$ cat src/rtl/msgq_pkg.sv
// Shared constants for the message queue pointer controller.
// Assumes four queues in a fixed memory order; register indices are fixed.
package msgq_pkg;
    localparam int NQ = 4;
    typedef enum logic [1:0] {
        Q_IN_FREE  = 2'd0,
        Q_IN_POST  = 2'd1,
        Q_OUT_POST = 2'd2,
        Q_OUT_FREE = 2'd3
    } q_id_e;
    localparam int REG_CTRL = 0;
    localparam int REG_BASE = 1;
    localparam int REG_PTR0 = 2;
endpackage

$ cat src/rtl/msgq_region_calc.sv
// Computes the start address of each queue region and the region length.
// Assumes the base is already aligned by the caller's mask; purely combinational.
module msgq_region_calc #(
    parameter int AW         = 32,
    parameter int SZW        = 5,
    parameter int UNIT_SHIFT = 14,
    parameter int NQ         = 4
) (
    input  logic [AW-1:0]          base_i,
    input  logic [SZW-1:0]         size_i,
    output logic [NQ-1:0][AW-1:0]  start_o,
    output logic [AW-1:0]          len_o
);
    // region length and per-queue offsets from the shared base
    always_comb begin
        len_o = AW'(size_i) << UNIT_SHIFT;
        for (int q = 0; q < NQ; q++) begin
            start_o[q] = base_i + AW'(q) * len_o;
        end
    end
endmodule

$ cat src/rtl/msgq_ptr_pair.sv
// Holds head and tail for one circular queue. Push advances the head and pop
// advances the tail, each by STEP bytes with wrap to the region start.
// Assumes at most one of init / software write / auto move wins per pointer
// (init first, then software). A push that would meet the tail is refused.
module msgq_ptr_pair #(
    parameter int AW   = 32,
    parameter int STEP = 4
) (
    input  logic          clk,
    input  logic          rst_n,
    input  logic [AW-1:0] start_i,
    input  logic [AW-1:0] len_i,
    input  logic          init_i,
    input  logic [AW-1:0] wdata_i,
    input  logic          sw_head_we_i,
    input  logic          sw_tail_we_i,
    input  logic          push_i,
    input  logic          pop_i,
    output logic [AW-1:0] head_o,
    output logic [AW-1:0] tail_o,
    output logic          empty_o,
    output logic          ovf_o
);
    logic [AW-1:0] head_q, tail_q, head_nxt, tail_nxt;
    logic          full_hit;

    function automatic logic [AW-1:0] advance(input logic [AW-1:0] p,
                                              input logic [AW-1:0] s,
                                              input logic [AW-1:0] l);
        logic [AW-1:0] n;
        n = p + AW'(STEP);
        if (n >= s + l) n = s;
        return n;
    endfunction

    // next positions and full detection
    always_comb begin
        head_nxt = advance(head_q, start_i, len_i);
        tail_nxt = advance(tail_q, start_i, len_i);
        full_hit = (head_nxt == tail_q);
    end

    // head register: init, software write, then refused-if-full push
    always_ff @(posedge clk) begin
        if (!rst_n)                     head_q <= '0;
        else if (init_i)                head_q <= start_i;
        else if (sw_head_we_i)          head_q <= wdata_i;
        else if (push_i && !full_hit)   head_q <= head_nxt;
    end

    // tail register: init, software write, then pop when not empty
    always_ff @(posedge clk) begin
        if (!rst_n)                     tail_q <= '0;
        else if (init_i)                tail_q <= start_i;
        else if (sw_tail_we_i)          tail_q <= wdata_i;
        else if (pop_i && !empty_o)     tail_q <= tail_nxt;
    end

    // overflow flag: set on a refused push, cleared by init
    always_ff @(posedge clk) begin
        if (!rst_n)                                      ovf_o <= 1'b0;
        else if (init_i)                                 ovf_o <= 1'b0;
        else if (push_i && !sw_head_we_i && full_hit)    ovf_o <= 1'b1;
    end

    assign head_o  = head_q;
    assign tail_o  = tail_q;
    assign empty_o = (head_q == tail_q);


    head_hold_chk: assert property (@(posedge clk) disable iff (!rst_n)
        (!push_i && !sw_head_we_i && !init_i) |=> $stable(head_o));

    tail_hold_chk: assert property (@(posedge clk) disable iff (!rst_n)
        (!pop_i && !sw_tail_we_i && !init_i) |=> $stable(tail_o));

    empty_pop_chk: assert property (@(posedge clk) disable iff (!rst_n)
        (pop_i && empty_o && !sw_tail_we_i && !init_i) |=> $stable(tail_o));

    ovf_rise_chk: assert property (@(posedge clk) disable iff (!rst_n)
        $rose(ovf_o) |-> $past(push_i));
endmodule

$ cat src/rtl/msgq_ptr_ctrl.sv
// Top of the message queue pointer controller: control/base registers,
// register decode and readback, region computation and four pointer pairs.
// Assumes one software write and one read address per cycle; read is combinational.
module msgq_ptr_ctrl #(
    parameter int AW         = 32,
    parameter int RAW        = 4,
    parameter int SZW        = 5,
    parameter int UNIT_SHIFT = 14,
    parameter int BASE_LSB   = 20,
    parameter int STEP       = 4
) (
    input  logic           clk,
    input  logic           rst_n,
    input  logic           sw_wr_en,
    input  logic [RAW-1:0] sw_addr,
    input  logic [AW-1:0]  sw_wdata,
    input  logic [RAW-1:0] sw_rd_addr,
    output logic [AW-1:0]  sw_rdata,
    input  logic           host_post,
    input  logic           host_read,
    output logic [AW-1:0]  host_post_addr,
    output logic [AW-1:0]  host_read_addr,
    output logic [3:0]     q_empty,
    output logic [3:0]     q_ovf,
    output logic           post_irq
);
    import msgq_pkg::*;

    localparam int BHW = AW - BASE_LSB;

    logic                 ctrl_en;
    logic [SZW-1:0]       ctrl_size;
    logic [BHW-1:0]       base_hi;
    logic                 wr_ctrl, wr_base, init_p;
    logic [SZW-1:0]       size_sel;
    logic [NQ-1:0][AW-1:0] q_start;
    logic [AW-1:0]        q_len;
    logic [NQ-1:0][AW-1:0] head, tail;

    // decode of control and base writes
    always_comb begin
        wr_ctrl  = sw_wr_en && (sw_addr == RAW'(REG_CTRL));
        wr_base  = sw_wr_en && (sw_addr == RAW'(REG_BASE));
        init_p   = wr_ctrl && sw_wdata[0];
        size_sel = wr_ctrl ? sw_wdata[SZW:1] : ctrl_size;
    end

    // control register: enable bit and size field
    always_ff @(posedge clk) begin
        if (!rst_n) begin
            ctrl_en   <= 1'b0;
            ctrl_size <= '0;
        end else if (wr_ctrl) begin
            ctrl_en   <= sw_wdata[0];
            ctrl_size <= sw_wdata[SZW:1];
        end
    end

    // base register keeps only the aligned upper bits
    always_ff @(posedge clk) begin
        if (!rst_n)       base_hi <= '0;
        else if (wr_base) base_hi <= sw_wdata[AW-1:BASE_LSB];
    end

    msgq_region_calc #(.AW(AW), .SZW(SZW), .UNIT_SHIFT(UNIT_SHIFT), .NQ(NQ)) u_region (
        .base_i  ({base_hi, {BASE_LSB{1'b0}}}),
        .size_i  (size_sel),
        .start_o (q_start),
        .len_o   (q_len)
    );

    for (genvar q = 0; q < NQ; q++) begin : g_q
        logic hwe, twe, push, pop;
        // per-queue write decode and hardware strobe routing
        always_comb begin
            hwe  = sw_wr_en && (sw_addr == RAW'(REG_PTR0 + 2*q));
            twe  = sw_wr_en && (sw_addr == RAW'(REG_PTR0 + 2*q + 1));
            push = (q == int'(Q_IN_POST))  ? (host_post && ctrl_en) : 1'b0;
            pop  = (q == int'(Q_OUT_POST)) ? (host_read && ctrl_en) : 1'b0;
        end
        msgq_ptr_pair #(.AW(AW), .STEP(STEP)) u_pair (
            .clk          (clk),
            .rst_n        (rst_n),
            .start_i      (q_start[q]),
            .len_i        (q_len),
            .init_i       (init_p),
            .wdata_i      (sw_wdata),
            .sw_head_we_i (hwe),
            .sw_tail_we_i (twe),
            .push_i       (push),
            .pop_i        (pop),
            .head_o       (head[q]),
            .tail_o       (tail[q]),
            .empty_o      (q_empty[q]),
            .ovf_o        (q_ovf[q])
        );
    end

    // register readback mux
    always_comb begin
        sw_rdata = '0;
        if (sw_rd_addr == RAW'(REG_CTRL))
            sw_rdata = AW'({ctrl_size, ctrl_en});
        else if (sw_rd_addr == RAW'(REG_BASE))
            sw_rdata = {base_hi, {BASE_LSB{1'b0}}};
        else
            for (int q = 0; q < NQ; q++) begin
                if (sw_rd_addr == RAW'(REG_PTR0 + 2*q))     sw_rdata = head[q];
                if (sw_rd_addr == RAW'(REG_PTR0 + 2*q + 1)) sw_rdata = tail[q];
            end
    end

    assign host_post_addr = head[Q_IN_POST];
    assign host_read_addr = tail[Q_OUT_POST];
    assign post_irq       = !q_empty[Q_IN_POST];


    init_clr_chk: assert property (@(posedge clk) disable iff (!rst_n)
        init_p |=> (q_ovf == 4'b0000));

    idle_chk: assert property (@(posedge clk) disable iff (!rst_n)
        (!ctrl_en && !sw_wr_en) |=> ($stable(host_post_addr) && $stable(host_read_addr)));
endmodule

$ cat config.mk
export PLATFORM = sky130hd
export DESIGN_NAME = msgq_ptr_ctrl
export DESIGN_NICKNAME = d
export VERILOG_FILES = /design/src/rtl/msgq_pkg.sv /design/src/rtl/msgq_region_calc.sv /design/src/rtl/msgq_ptr_pair.sv /design/src/rtl/msgq_ptr_ctrl.sv
export SDC_FILE = /design/constraint.sdc
export NUM_CORES = 1
export LEC_CHECK = 0
export BUFFER_PORTS_ARGS = -buffer_cell sky130_fd_sc_hd__buf_2
export CAP_MARGIN = 20
export CORE_MARGIN = 5
export CORE_UTILIZATION = 40
export CTS_BUF_LIST = sky130_fd_sc_hd__clkbuf_8
export CTS_CLUSTER_SIZE = 14
export DETAILED_ROUTE_END_ITERATION = 6
export HOLD_SLACK_MARGIN = 0.08
export SLEW_MARGIN = 25
export SYNTH_ARGS = -nofsm -noshare
export SYNTH_HDL_FRONTEND = slang
export SYNTH_SLANG_ARGS = --single-unit
export TNS_END_PERCENT = 10
$ cat constraint.sdc
create_clock -name clk -period 13.3 [get_ports clk]
set_input_delay 2.66 -clock clk [delete_from_list [all_inputs] [get_ports clk]]
set_output_delay 2.66 -clock clk [all_outputs]
set_load 0.05 [all_outputs]
* Word level (Yosys, flattened, before mapping)
Cells that the tools add are included.
** Cells by class
- Add/subtract/negate cells :: 7
- $mul :: 1
- $lt $le $gt $ge :: 2
- Equal/unequal tests :: 23
- Mux-type cells :: 31
- Bitwise gates (word level) :: 1
- Reductions and logical operators :: 32
** Operator list (count)
- 32-bit 2-to-1 mux :: 30
- 32-bit == test :: 5
- 32-bit by 19-bit adder with 32-bit output :: 3
- 32-bit by 3-bit adder with 32-bit output (second input constant) :: 2
- 32-bit >= comparator :: 2
- 32-bit by 20-bit adder with 32-bit output :: 1
- 32-bit by 21-bit adder with 32-bit output :: 1
- 4-bit by 3-bit == test with 1-bit output (second input constant) :: 8
- 1-bit logical AND :: 17
- 4-bit by 2-bit == test with 1-bit output (second input constant) :: 4
- 4-bit == test (second input constant) :: 4
- 2-bit nonzero test :: 6
- 4-bit by 1-bit == test with 1-bit output (second input constant) :: 2
- 4-bit zero test :: 2
- 2-bit by 5-bit multiplier with 7-bit output (first input constant) :: 1
- 3-bit nonzero test :: 2
- 5-bit 2-to-1 mux :: 1
- 1-bit zero test :: 4
- 2-bit OR reduction :: 1
- 1-bit inverter :: 1
** Storage, ports and cells
- Flip-flop bits (word level) :: 275
- Output and inout bits :: 105
- Logic and storage cells :: 111

* Longest topological paths before layout
Gate-level depths: netlist of the first run.
- Depth in word-level cells :: 13
- Mapped depth :: 26
- Depth with buffers taken out :: 25

* Hierarchy
A second synthesis of the first run with hierarchy kept.
** Second synthesis, totals
- Cell total of the unflattened synthesis :: 5700
- Area, all modules :: 42966.2 µm²
** Modules (own cells, without submodules)
- msgq_ptr_pair (g_q[1].u_pair ...) :: instances 2, cells each 1153, area an instance 8952.3 µm²
- msgq_ptr_pair (g_q[3].u_pair) :: instances 1, cells each 1408, area an instance 10211.0 µm²
- msgq_ptr_pair (g_q[0].u_pair) :: instances 1, cells each 1247, area an instance 9151.3 µm²
- msgq_ptr_ctrl :: instances 1, cells each 428, area an instance 3329.4 µm²
- msgq_region_calc :: instances 1, cells each 311, area an instance 2369.8 µm²

* Worst setup path before layout of the first run
Ideal clock, no wire load.
- Kind :: input-to-output
- From :: input port sw_rd_addr[3]
- To :: output port sw_rdata[20]
- Arrival :: 4696 ps
- Required time :: 10640 ps
- Setup slack :: 5944 ps
- Cell stages on the path :: 6
- Buffers on the path :: 2
- Path through :: clkbuf_1 nand2b_1 nor3_1 clkbuf_1 a221oi_1 a31oi_1
** Between the ends
- Longest elaborated chain between the ends :: 11
- Elaborated cells on any way between the ends :: 20
- Those cells by class :: 9 x eq/ne; 10 x mux; 1 x reduce/logical
** RTL lines
- start, declared :: RTL line msgq_ptr_ctrl.sv:17 : input logic [RAW-1:0] sw_rd_addr,
- 4-bit by 2-bit == test with 1-bit output :: RTL line msgq_ptr_ctrl.sv:108 : if (sw_rd_addr == RAW'(REG_PTR0 + 2*q)) sw_rdata = head[q];
- 32-bit 2-to-1 mux :: RTL line msgq_ptr_ctrl.sv:108
- 32-bit 2-to-1 mux :: RTL line msgq_ptr_ctrl.sv:109 : if (sw_rd_addr == RAW'(REG_PTR0 + 2*q + 1)) sw_rdata = tail[q];
- 32-bit 2-to-1 mux :: RTL line msgq_ptr_ctrl.sv:108
- 32-bit 2-to-1 mux :: RTL line msgq_ptr_ctrl.sv:109
- 32-bit 2-to-1 mux :: RTL line msgq_ptr_ctrl.sv:108
- 32-bit 2-to-1 mux :: RTL line msgq_ptr_ctrl.sv:109
- 32-bit 2-to-1 mux :: RTL line msgq_ptr_ctrl.sv:108
- 32-bit 2-to-1 mux :: RTL line msgq_ptr_ctrl.sv:109
- 32-bit 2-to-1 mux :: RTL line msgq_ptr_ctrl.sv:104 : else if (sw_rd_addr == RAW'(REG_BASE))
- 32-bit 2-to-1 mux (*) :: RTL line msgq_ptr_ctrl.sv:102 : if (sw_rd_addr == RAW'(REG_CTRL))
- end, declared :: RTL line msgq_ptr_ctrl.sv:18 : output logic [AW-1:0] sw_rdata,
Mark *: on every way between the ends. The rest lies on a longest branch, timed or not.

* Final worst setup path of the first run
- From :: input port sw_addr[3]
- To :: register g_q[1].u_pair.head_q[3]
** Between the ends
- Longest elaborated chain between the ends :: 11
- Elaborated cells on any way between the ends :: 17
- Those cells by class :: 2 x add/sub; 1 x order compare; 2 x eq/ne; 5 x mux; 7 x reduce/logical
** RTL lines
- start, declared :: RTL line msgq_ptr_ctrl.sv:15 : input logic [RAW-1:0] sw_addr,
- 4-bit zero test :: RTL line msgq_ptr_ctrl.sv:42 : wr_ctrl = sw_wr_en && (sw_addr == RAW'(REG_CTRL));
- 1-bit logical AND :: RTL line msgq_ptr_ctrl.sv:42
- 5-bit 2-to-1 mux
- 32-bit by 19-bit adder with 32-bit output :: RTL line msgq_region_calc.sv:18 : start_o[q] = base_i + AW'(q) * len_o;
- 32-bit by 19-bit adder with 32-bit output :: RTL line msgq_ptr_pair.sv:32 : if (n >= s + l) n = s;
- 32-bit >= comparator :: RTL line msgq_ptr_pair.sv:32
- 32-bit 2-to-1 mux :: RTL line msgq_ptr_pair.sv:32
- 32-bit == test :: RTL line msgq_ptr_pair.sv:40 : full_hit = (head_nxt == tail_q);
- 1-bit zero test :: RTL line msgq_ptr_pair.sv:48 : else if (push_i && !full_hit) head_q <= head_nxt;
- 1-bit logical AND :: RTL line msgq_ptr_pair.sv:48
- 3-bit nonzero test (no line)
- end signal, assigned :: RTL line msgq_ptr_pair.sv:46 : else if (init_i) head_q <= start_i;
- end signal, assigned :: RTL line msgq_ptr_pair.sv:47 : else if (sw_head_we_i) head_q <= wdata_i;
- end signal, assigned :: RTL line msgq_ptr_pair.sv:48
- end, declared :: RTL line msgq_ptr_pair.sv:24 : logic [AW-1:0] head_q, tail_q, head_nxt, tail_nxt;
Several ways; a longest one is shown, not always the timed one. The select of a mux whose other input is x is not followed.
A chain may end at the register's enable or synchronous reset.

==> results of run 1 <==
-- registers in the layout, indices dropped and copies added, names as in the netlist --
register	count
base_hi	12
ctrl_en	1
ctrl_size	5
g_q.u_pair.ovf_o	1
g_q.u_pair.tail_o	128
g_q.u_pair.head_o	128
-- power breakdown --
part | leakage [uW] | switching, uW | internal, uW
clock network | 0.000677 | 416 | 588
logic | 0.00589 | 287 | 113
registers | 0.00222 | 26.1 | 839
-- layer usage --
metal,up-vias,part of all wire [%]
met1,9099,41
met3,245,8.0
met2,1040,45
met5,-,0
met4,0,6.0
li1,8412,-
-- tightest hold or removal path, cell delays in order (launching register included) --
cell and delay, ps:
sky130_fd_sc_hd__dfxtp_1 320, sky130_fd_sc_hd__nand2_1 60, sky130_fd_sc_hd__a21oi_1 50
-- synthesized netlist by cell type, types with 10 or more instances --
cell                       count
sky130_fd_sc_hd__a221oi_1     15
sky130_fd_sc_hd__nor2_1       84
sky130_fd_sc_hd__o211ai_1     10
sky130_fd_sc_hd__nand2b_1     11
sky130_fd_sc_hd__nand2_1     518
sky130_fd_sc_hd__o31ai_1      14
sky130_fd_sc_hd__nand3_1      60
sky130_fd_sc_hd__o21ai_0      95
sky130_fd_sc_hd__nor4_1       38
sky130_fd_sc_hd__a22oi_1     106
sky130_fd_sc_hd__nor2b_1      24
sky130_fd_sc_hd__a31oi_1      31
sky130_fd_sc_hd__a41oi_1      11
sky130_fd_sc_hd__buf_4        12
sky130_fd_sc_hd__ha_1         46
sky130_fd_sc_hd__o211a_1      49
sky130_fd_sc_hd__o22ai_1      15
sky130_fd_sc_hd__inv_1        35
sky130_fd_sc_hd__a21o_1       13
sky130_fd_sc_hd__a21oi_1     151
sky130_fd_sc_hd__and3_1       21
sky130_fd_sc_hd__nand4_1      54
sky130_fd_sc_hd__xnor2_1     114
sky130_fd_sc_hd__a21boi_0     31
sky130_fd_sc_hd__nor3_1       35
sky130_fd_sc_hd__xor2_1      106
sky130_fd_sc_hd__mux2i_1      53
sky130_fd_sc_hd__a22o_1       12
sky130_fd_sc_hd__dfxtp_1     275
sky130_fd_sc_hd__clkbuf_1    180
-- per-stage QoR --
stage	power [uW]	instance area (sq um)
after floorplan	1140	17900
after global placement	1270	18800
after detailed placement	1270	18800
after CTS	2270	20000
after global routing	2340	20000
final	2270	20000
-- cell type report --
type	instances	area, sq um	share of cell area [%]
clock buffer	63	867	4.33
clock inverter	31	372	1.86
inverter	39	146	0.731
multi-input combinational	1833	11400	56.9
sequential	275	5510	27.5
tap	592	741	3.70
timing repair buffer	182	1000	5.01
-- cell families (layout without fill, tap and decap cells) --
group | count (synthesis) | after routing | synth area share, %
multiplexers | 56 | 56 | 3.16
XOR/XNOR | 220 | 220 | 10.8
other | 1 | 3 | 0.0210
adder cells (fa/ha/maj) | 47 | 47 | 3.28
flip-flops | 275 | 275 | 30.8
buffers and inverters | 255 | 315 | 6.04
AND/OR/NAND/NOR | 903 | 903 | 23.0
AO/OA/AOI/OAI | 604 | 604 | 23.0
-- worst max path at each step --
stage / startpoint / endpoint / slack, ps / cells after the start
2_1_floorplan: sw_rd_addr[3] / sw_rdata[20] / 5940 / 6
3_3_place_gp: sw_addr[3] / g_q[1].u_pair.head_o[6]$_SDFFE_PN0P_ / 4280 / 17
3_5_place_dp: sw_addr[3] / g_q[1].u_pair.head_o[3]$_SDFFE_PN0P_ / 4220 / 17
4_1_cts: sw_addr[3] / g_q[1].u_pair.head_o[3]$_SDFFE_PN0P_ / 4910 / 17
5_1_grt: sw_addr[3] / g_q[1].u_pair.head_o[7]$_SDFFE_PN0P_ / 4200 / 17
6_report: sw_addr[3] / g_q[1].u_pair.head_o[3]$_SDFFE_PN0P_ / 4590 / 17
==> impl_results.md, run 1 <==
- Outcome: finished clean
- Unrepaired setup endpoints after global routing: no
- Std-Cell Rows: 77
- Count of pins over their slew limit: 0
- Final setup margin: 4590 ps
- Largest net degree at the start of global routing: 100
- Part of the cycle the worst path needs: 65.5%
- Top FF cell, synth: sky130_fd_sc_hd__dfxtp_1
- GRT overflow: 0
- Count of flip-flops with a built-in enable after synthesis: 0
- Total die area: 49000 sq um
- Hold endpoint: g_q[0].u_pair.head_o[9]$_SDFFE_PP0P_
- Antenna-violating nets left: 0
- Crit path time final: between 8000 and 9000 ps
- Avg Synthesized Cell Area: roughly 7.6 sq um
- CP cell instances: buf_2 -> nor3b_2 -> nand2_1 -> mux2i_1 -> ha_1 -> a21oi_1 -> o21ai_0 -> a21oi_1 -> o21ai_1 -> nor2_1 -> nand2_1 -> o211ai_1 -> nand3_1 -> nor4_2 -> o211a_1 -> buf_4 -> mux2i_1
- Launch point of the worst hold path: g_q[0].u_pair.head_o[9]$_SDFFE_PP0P_
- Setup TNS: 0 ps
- Width of the die: approximately 220 um
- Layout-stage area growth over the synthesis result: 12.0%
- Endpoint of the lowest-slack register-to-register path: g_q[1].u_pair.head_o[3]$_SDFFE_PN0P_
- Max incr delay on CP: 850 ps
- Initial Utilization: 40.4%
- IR drop worst, VDD: ~56 uV
- Crit Reg-Reg Startpoint: g_q[1].u_pair.head_o[2]$_SDFFE_PN0P_
- Nets: between 2000 and 2500
- Post-CTS Setup Inserts: 0
- Post-route DRC: 0
- Post-synthesis async set-or-reset flop share: 0%
- Number of antenna cells inserted: 0
- Number of gates given a new drive strength after cts: 0
- Core region area: between 40000 and 50000 sq um
- Busiest metal layer after global routing: met2
- CTS tree: built
- Detailed Routing Iterations Pass 1: 6
- Worst-path fanout max: 25
- Synthesized instance count: 2361
- Clock root buffer: sky130_fd_sc_hd__clkbuf_8
- Critical path required time: roughly 14000 ps
- H-tree depth: 2
- Grt met2 use: between 50% and 60%
- Worst Setup Path Type: input port to flop
- Worst hold path stage count: 2
- Final routed wire length divided by cell count: 27.4 um
- Core occupancy in the finished layout: 45.3%
- Initial antenna violation count: 0
- Count of pins on the block boundary: 150
- Kind of cell adding the most delay to the critical path: simple AND/OR/NAND/NOR gates
- Final setup fails: 0
- Aggregate routed wire length: 82.7 mm
- Worst-Skew Late Latency: approximately 670 ps
- Clk buf depth: 3
- Sum of buffers and inverters on the critical path: 2
- Startpoint Class: input port
- Count of placed standard cells in the final layout, fillers left out: 3015
- Endpoint arrival time on the critical path: 9270 ps
- Minimum setup slack among reg-to-reg paths: about 5000 ps
- Netlist area before placement: 17900 sq um
- Power per unit of standard cell area: 113 nW/um^2
- Layout filler cell count: roughly 4500
- I/O Buffers: ~150
- Worst setup slack before clock tree synthesis: around 4200 ps
- Die H: around 220 um
- Total placed cells including tap cells: 2921
- Synth warnings: 0
- Clock sink count: around 280
- Number of vias after detailed routing: 18800
- Final GP Congestion: between 0.9 and 1
- Hold bufs inserted after CTS: 0
- Tightest Pin Transition: between 1000 and 1500 ps
- Hold/Removal Path Class: flop to flop
- Maximum clock frequency: roughly 110 MHz
- Crit. End Element: flop
- Slowest library cell on the worst path: sky130_fd_sc_hd__nand2_1
- Leading area contributor after synthesis: sky130_fd_sc_hd__dfxtp_1
- Total GRT Usage: about a third
- Grt met1 use: a little over two fifths
- Commonest cells after routing, fill and taps aside: sky130_fd_sc_hd__nand2_1, sky130_fd_sc_hd__dfxtp_1, sky130_fd_sc_hd__a21oi_1, sky130_fd_sc_hd__buf_2, sky130_fd_sc_hd__xnor2_1
- GR Util met3: 4.69%
- DP Wirelength: 60.5 mm
- Layout Skew: 42.4 ps
- Number of clock buffers inserted by TritonCTS: between 50 and 60
- Fraction of the yosys area taken by sequential cells: 30.8%
- Max cap viols: 0
- Initial drt markers: between 2000 and 2500
- Worst hold margin: 479 ps
- Number of library cell types mapped by synthesis: between 80 and 90
- Count of cells along the worst register-to-register path: 19
- Share of layout cells above drive strength 1: 12.7%
- Cell types occupying the most area after synthesis: sky130_fd_sc_hd__dfxtp_1, sky130_fd_sc_hd__nand2_1, sky130_fd_sc_hd__xnor2_1, sky130_fd_sc_hd__xor2_1, sky130_fd_sc_hd__a22oi_1
- Post-CTS clock slew at the launch and capture registers of the worst setup and hold paths: 60 ps
- Vias in the first global route: about 18000
- Worst slew margin relative to its limit: roughly 28%
- Total count of hold-check failures in the final report: 0
- Leak pwr: a little under 0.009 uW
- Most common cell after layout, fill and taps aside: sky130_fd_sc_hd__nand2_1
- Per-cell via count in the routed design: roughly 6.2
- First-pass GRT wire length: 120 mm
- Count of state elements after synthesis: ~280
- Area share of the largest cell type after synthesis: 30.8%
Note: power is estimated with default switching activity, not from simulation.
==> run 2, diff against run 1 <==
Clock period 13.3 ns to 8.8 ns, I/O delays scaled along.
==> run 2 against run 1 <==
Against the previous run:
- sequential power rose by 51%
- design area down 1.2%
- worst setup slack lost 3000 ps
- clock power increased by 24%
==> impl_results.md, run 2 (synthesized netlist as in run 1, its figures left out) <==
- Hold bufs inserted after CTS: 0
- Initial antenna violation count: 0
- CP cell instances: ha_1 -> nand3_1 -> nor2_1 -> nand4_1 -> nor3_1 -> xnor2_1 -> inv_1 -> ha_1 -> nand4_1 -> or4_1 -> o21ai_2 -> nor2_1 -> nand2_1 -> o21ai_0 -> a2111o_1 -> nor4_2 -> o211a_1 -> buf_4 -> mux2i_1
- Number of gates given a new drive strength after cts: 0
- Critical path required time: 9360 ps
- Vias in the first global route: 17700
- Sum of buffers and inverters on the critical path: 2
- Clock sink count: between 200 and 300
- Aggregate routed wire length: 80.8 mm
- Crit. End Element: flop
- Core region area: around 44000 sq um
- Tightest Pin Transition: 1160 ps
- Cell-internal power: between 2000 and 2500 uW
- H-tree depth: 2
- Launch point of the worst hold path: g_q[0].u_pair.head_o[7]$_SDFFE_PP0P_
- Total die area: about 49000 sq um
- Initial drt markers: around 2600
- Switching component of the power: 1040 uW
- Portion of total power attributed to sequential cells: a little over two fifths
- Die H: between 200 and 250 um
- Post-CTS Setup Inserts: 0
- I/O Buffers: about 150
- Antenna-violating nets left: 0
- Nets: about 2500
- Number of vias after detailed routing: 18900
- Relative contribution of combinational cells to total power: a little under a fifth
- Post-route DRC: 0
- Leak pwr: approximately 0.0087 uW
- Width of the die: around 220 um
- Startpoint Class: flop
- CTS tree: built
- Worst slew margin relative to its limit: 21.9%
- Worst-path fanout max: 25
- Worst Setup Path Type: flop to flop
- Endpoint arrival time on the critical path: approximately 7800 ps
- Most common cell after layout, fill and taps aside: sky130_fd_sc_hd__nand2_1
- Total count of hold-check failures in the final report: 0
- Per-cell via count in the routed design: 6.26
- Outcome: finished clean
- Final setup fails: 0
- Count of pins over their slew limit: 0
- Std-Cell Rows: 77
- Detailed Routing Iterations Pass 1: 6
- Number of antenna cells inserted: 0
- Total GRT Usage: a little under a third
- Count of pins on the block boundary: 150
- Max incr delay on CP: 640 ps
- Worst-Skew Late Latency: 650 ps
- Crit path time final: about 7200 ps
- GRT overflow: 0
- Share of layout cells above drive strength 1: roughly an eighth
- Core occupancy in the finished layout: 44.7%
- Clk buf depth: 3
- Clock root buffer: sky130_fd_sc_hd__clkbuf_8
- Final GP Congestion: slightly below 1
- Maximum clock frequency: between 100 and 150 MHz
- Setup TNS: 0 ps
- Layout Skew: 15.9 ps
- Kind of cell adding the most delay to the critical path: simple AND/OR/NAND/NOR gates
- Slowest library cell on the worst path: sky130_fd_sc_hd__or4_1
- Switching part of the total: between 30% and 40%
- First-pass GRT wire length: approximately 120 mm
- Final routed wire length divided by cell count: approximately 27 um
- Max cap viols: 0
- Portion of total power attributed to the clock network: about 39%
- Worst setup path start: g_q[1].u_pair.head_o[3]$_SDFFE_PN0P_
- IR drop worst, VDD: roughly 97 uV
- Post-CTS clock slew at the launch and capture registers of the worst setup and hold paths: about 60 ps
- Initial Utilization: between 40% and 50%
- Power per unit of standard cell area: between 150 and 200 nW/um^2
- Part of the cycle the worst path needs: 82.4%
- Layout-stage area growth over the synthesis result: 10.7%
- DP Wirelength: 59.1 mm
- Largest net degree at the start of global routing: 100
- Number of clock buffers inserted by TritonCTS: slightly below 50
- Commonest cells after routing, fill and taps aside: sky130_fd_sc_hd__nand2_1, sky130_fd_sc_hd__dfxtp_1, sky130_fd_sc_hd__a21oi_1, sky130_fd_sc_hd__buf_2, sky130_fd_sc_hd__xnor2_1
- Hold/Removal Path Class: flop to flop
- Crit Reg-Reg Startpoint: g_q[1].u_pair.head_o[3]$_SDFFE_PN0P_
- Unrepaired setup endpoints after global routing: no
run 2: changes by cell type in the layout (fill, tap and decap cells not counted), sizes merged:
cell / before / now
buf: 182 / 186
bufinv: 8 / 0
clkbuf: 63 / 65
clkinv: 13 / 7
inv: 48 / 52
run 2: path summary, 6_finish.rpt:
check	slack [ps]	to	cells after the start
worst max-delay path	1550	g_q[1].u_pair.head_o[4]$_SDFFE_PN0P_	19
worst max register to register	1550	g_q[1].u_pair.head_o[4]$_SDFFE_PN0P_	19
worst min register to register	480	g_q[0].u_pair.head_o[7]$_SDFFE_PP0P_	2
worst min-delay path	480	g_q[0].u_pair.head_o[7]$_SDFFE_PP0P_	2
run 2: tightest hold or removal path: stages (launching register included):
cell and delay (ps):
sky130_fd_sc_hd__dfxtp_1 320, sky130_fd_sc_hd__nand2_1 60, sky130_fd_sc_hd__a21oi_1 50
run 2: layer usage:
metal / global-route usage [%] / vias up / wire (um) / share of wire, %
met3: 5.13 / 247 / 7200 / 8.9
li1: - / 8417 / - / -
met4: 16.0 / 0 / 4840 / 6.0
met5: 0 / - / 0 / 0
met2: 48.8 / 1132 / 35800 / 44
met1: 42.0 / 9055 / 33000 / 41
run 2: power by group through the flow:
| stage | registers [uW] | logic [uW] | clock network (uW) |
|---|---|---|---|
| 2_1_floorplan | 1330 | 392 | 0 |
| 4_1_cts | 1310 | 578 | 1250 |
| 6_report | 1310 | 594 | 1240 |
| 3_5_place_dp | 1330 | 576 | 0 |
| 5_1_grt | 1310 | 628 | 1300 |
| 3_3_place_gp | 1330 | 574 | 0 |
run 2: final cells by class:
class | count | area [sq um]
clock buffers | 65 | 895
fillers | 4565 | 24400
inverters | 39 | 146
flip-flops and latches | 275 | 5510
multi-input cells | 1833 | 11400
well taps | 592 | 741
repair buffers | 186 | 1030
clock inverters | 21 | 96.3
run 2: stage by stage:
| stage | cell area [sq um] | cells | total power (uW) | setup slack, ps | hold slack (ps) |
|---|---|---|---|---|---|
| 2_1_floorplan | 17900 | 2363 | 1720 | 2400 | 438 |
| 3_3_place_gp | 18800 | 2925 | 1910 | 1610 | 467 |
| 3_5_place_dp | 18800 | 2925 | 1910 | 1430 | 471 |
| 4_1_cts | 19800 | 3011 | 3130 | 1710 | 480 |
| 5_1_grt | 19800 | 3011 | 3240 | 1170 | 502 |
| 6_report | 19800 | 3011 | 3140 | 1550 | 481 |
==> run 3, diff against run 2 <==
Clock period 8.8 ns to 5.9 ns, I/O delays scaled along.
==> run 3 against run 2 <==
Against the previous run:
- total power increased by 51%
- clock power increased by 51%
- combinational power increased by 58%
- via count grew 1.6%
- largest cell class unchanged
==> impl_results.md, run 3 (synthesized netlist as in run 1, its figures left out) <==
- Outcome: finished clean
- Most common cell after layout, fill and taps aside: sky130_fd_sc_hd__nand2_1
- Power consumption: 4750 uW
- I/O Buffers: 146
- Count of placed standard cells in the final layout, fillers left out: 3091
- Aggregate routed wire length: roughly 83 mm
- Grt met2 use: 50.1%
- Busiest metal layer after global routing: met2
- GRT overflow: 0
- First-pass GRT wire length: around 120 mm
- Max incr delay on CP: between 600 and 700 ps
- Vias in the first global route: 17800
- Initial drt markers: roughly 2300
- Hold bufs inserted after CTS: 0
- Count of pins over their slew limit: 0
- Layout-stage area growth over the synthesis result: 14.3%
- Worst slew margin relative to its limit: approximately a quarter
- Die H: roughly 220 um
- Final setup margin: 256 ps
- Max cap viols: 0
- Commonest cells after routing, fill and taps aside: sky130_fd_sc_hd__nand2_1, sky130_fd_sc_hd__dfxtp_1, sky130_fd_sc_hd__a21oi_1, sky130_fd_sc_hd__buf_2, sky130_fd_sc_hd__buf_4
- Worst Setup Path Type: flop to flop
- Switching component of the power: 1580 uW
- Clk buf depth: 3
- H-tree depth: 2
- Layout filler cell count: ~4500
- Unrepaired setup endpoints after global routing: no
- IR drop worst, VDD: between 150 and 200 uV
- Hold/Removal Path Class: flop to flop
- Number of antenna cells inserted: 0
- Worst hold margin: slightly below 500 ps
- Detailed Routing Iterations Pass 1: 6
- Maximum clock frequency: 177 MHz
- Power per unit of standard cell area: 232 nW/um^2
- Relative contribution of combinational cells to total power: around a fifth
- Part of the cycle the worst path needs: between 90 and 100%
- Final routed wire length divided by cell count: about 27 um
- Grt met1 use: 42.5%
- Number of clock buffers inserted by TritonCTS: 51
- Initial Utilization: between 40% and 50%
- Worst-Skew Late Latency: around 660 ps
- Post-route DRC: 0
- Crit. End Element: flop
- Number of vias after detailed routing: between 15000 and 20000
- Leak pwr: 0.00913 uW
- Total placed cells including tap cells: ~3000
- Clock root buffer: sky130_fd_sc_hd__clkbuf_8
- Total die area: a little under 50000 sq um
- Portion of total power attributed to sequential cells: 40.9%
- DP Wirelength: between 60 and 70 mm
- Per-cell via count in the routed design: roughly 6.2
- Nets: ~2600
- FF/Latch Area: approximately 5500 sq um
- Critical path required time: 6440 ps
- Portion of total power attributed to the clock network: between 30% and 40%
- CTS tree: built
- Final setup fails: 0
- Endpoint arrival time on the critical path: around 6200 ps
- Antenna-violating nets left: 0
- Core region area: roughly 44000 sq um
- Area of the multi-input gates: 11400 sq um
- Total GRT Usage: between 30% and 40%
- Startpoint Class: flop
- Total count of hold-check failures in the final report: 0
- Clock sink count: around 280
- Share of layout cells above drive strength 1: 15.0%
- Tightest Pin Transition: 1090 ps
- Initial antenna violation count: 0
- Cell-internal power: between 3000 and 4000 uW
- Width of the die: about 220 um
- CP cell instances: ha_1 -> nand3_1 -> nor2_2 -> nand4_1 -> buf_4 -> nor2_1 -> xnor2_1 -> inv_1 -> ha_1 -> nand4_1 -> or4_1 -> nand2b_1 -> or4_1 -> a31oi_4 -> a21oi_2 -> a2111o_1 -> nor4_2 -> o211a_1 -> buf_12 -> mux2i_1
- Std-Cell Rows: between 70 and 80
- Worst setup slack before clock tree synthesis: -133 ps
- Count of pins on the block boundary: 150
- Switching part of the total: around a third
- GR Util met3: 5.83%
- Layout Skew: 36.0 ps
- Post-CTS clock slew at the launch and capture registers of the worst setup and hold paths: ~60 ps
- Slowest library cell on the worst path: sky130_fd_sc_hd__or4_1
- Final GP Congestion: between 1 and 1.5
- Worst-path fanout max: 25
- Number of gates given a new drive strength after cts: 0
- Crit path time final: ~5600 ps
- Post-CTS Setup Inserts: 0
- Largest net degree at the start of global routing: between 100 and 150
-- run 3: changes by cell type in the layout (fill, tap and decap cells not counted), moves of 2 or more --
cell	previous run	this run
sky130_fd_sc_hd__clkinv_2	3	0
sky130_fd_sc_hd__nor2_1	78	76
sky130_fd_sc_hd__buf_12	0	2
sky130_fd_sc_hd__clkbuf_8	65	62
sky130_fd_sc_hd__buf_4	41	117
sky130_fd_sc_hd__inv_1	50	56
-- run 3: worst paths after layout --
path	startpoint	endpoint	slack, ps	cells after the start
setup / recovery	g_q[1].u_pair.head_o[2]$_SDFFE_PN0P_	g_q[1].u_pair.head_o[9]$_SDFFE_PN0P_	260	20
hold / removal	g_q[3].u_pair.head_o[8]$_SDFFE_PN0P_	g_q[3].u_pair.head_o[8]$_SDFFE_PN0P_	480	2
setup reg to reg	g_q[1].u_pair.head_o[2]$_SDFFE_PN0P_	g_q[1].u_pair.head_o[9]$_SDFFE_PN0P_	260	20
hold reg to reg	g_q[3].u_pair.head_o[8]$_SDFFE_PN0P_	g_q[3].u_pair.head_o[8]$_SDFFE_PN0P_	480	2
-- run 3: per-stage QoR --
stage / area [sq um] / TNS [ps] / utilization, %
final: 20400 / 0 / 46.2
after global routing: 20400 / 0 / 46.2
after CTS: 20400 / 0 / 46.1
after detailed placement: 19400 / -197 / 43.9
after global placement: 19400 / 0 / 43.9
after floorplan: 17900 / 0 / -
-- run 3: final cells by class --
| class | instances | share of cell area [%] |
|---|---|---|
| clock buffers | 62 | 4.18 |
| clock inverters | 25 | 0.692 |
| inverters | 39 | 0.716 |
| multi-input cells | 1833 | 55.7 |
| flip-flops and latches | 275 | 26.9 |
| well taps | 592 | 3.62 |
| repair buffers | 265 | 8.12 |
-- run 3: power by group through the flow --
stage                     sequential (uW)  combinational, uW  clock (uW)
after floorplan                      1980                584           0
after global placement               1980                904           0
after detailed placement             1980                910           0
after CTS                            1940                914        1890
after global routing                 1940                992        1970
final                                1940                940        1870
-- run 3: worst max-delay path: cells and delay by family (launching register included) --
kind | cells | cell delay [ps]
AND/OR/NAND/NOR | 9 | 2760
AO/OA/AOI/OAI | 4 | 900
adder cells (fa/ha/maj) | 2 | 560
buffers and inverters | 3 | 490
flip-flops | 1 | 330
XOR/XNOR | 1 | 230
multiplexers | 1 | 230
-- run 3: layer usage --
metal | vias up | routed length [um]
met2 | 1069 | 36700
li1 | 8558 | -
met5 | - | 0
met1 | 9276 | 33700
met3 | 254 | 7360
met4 | 0 | 5080
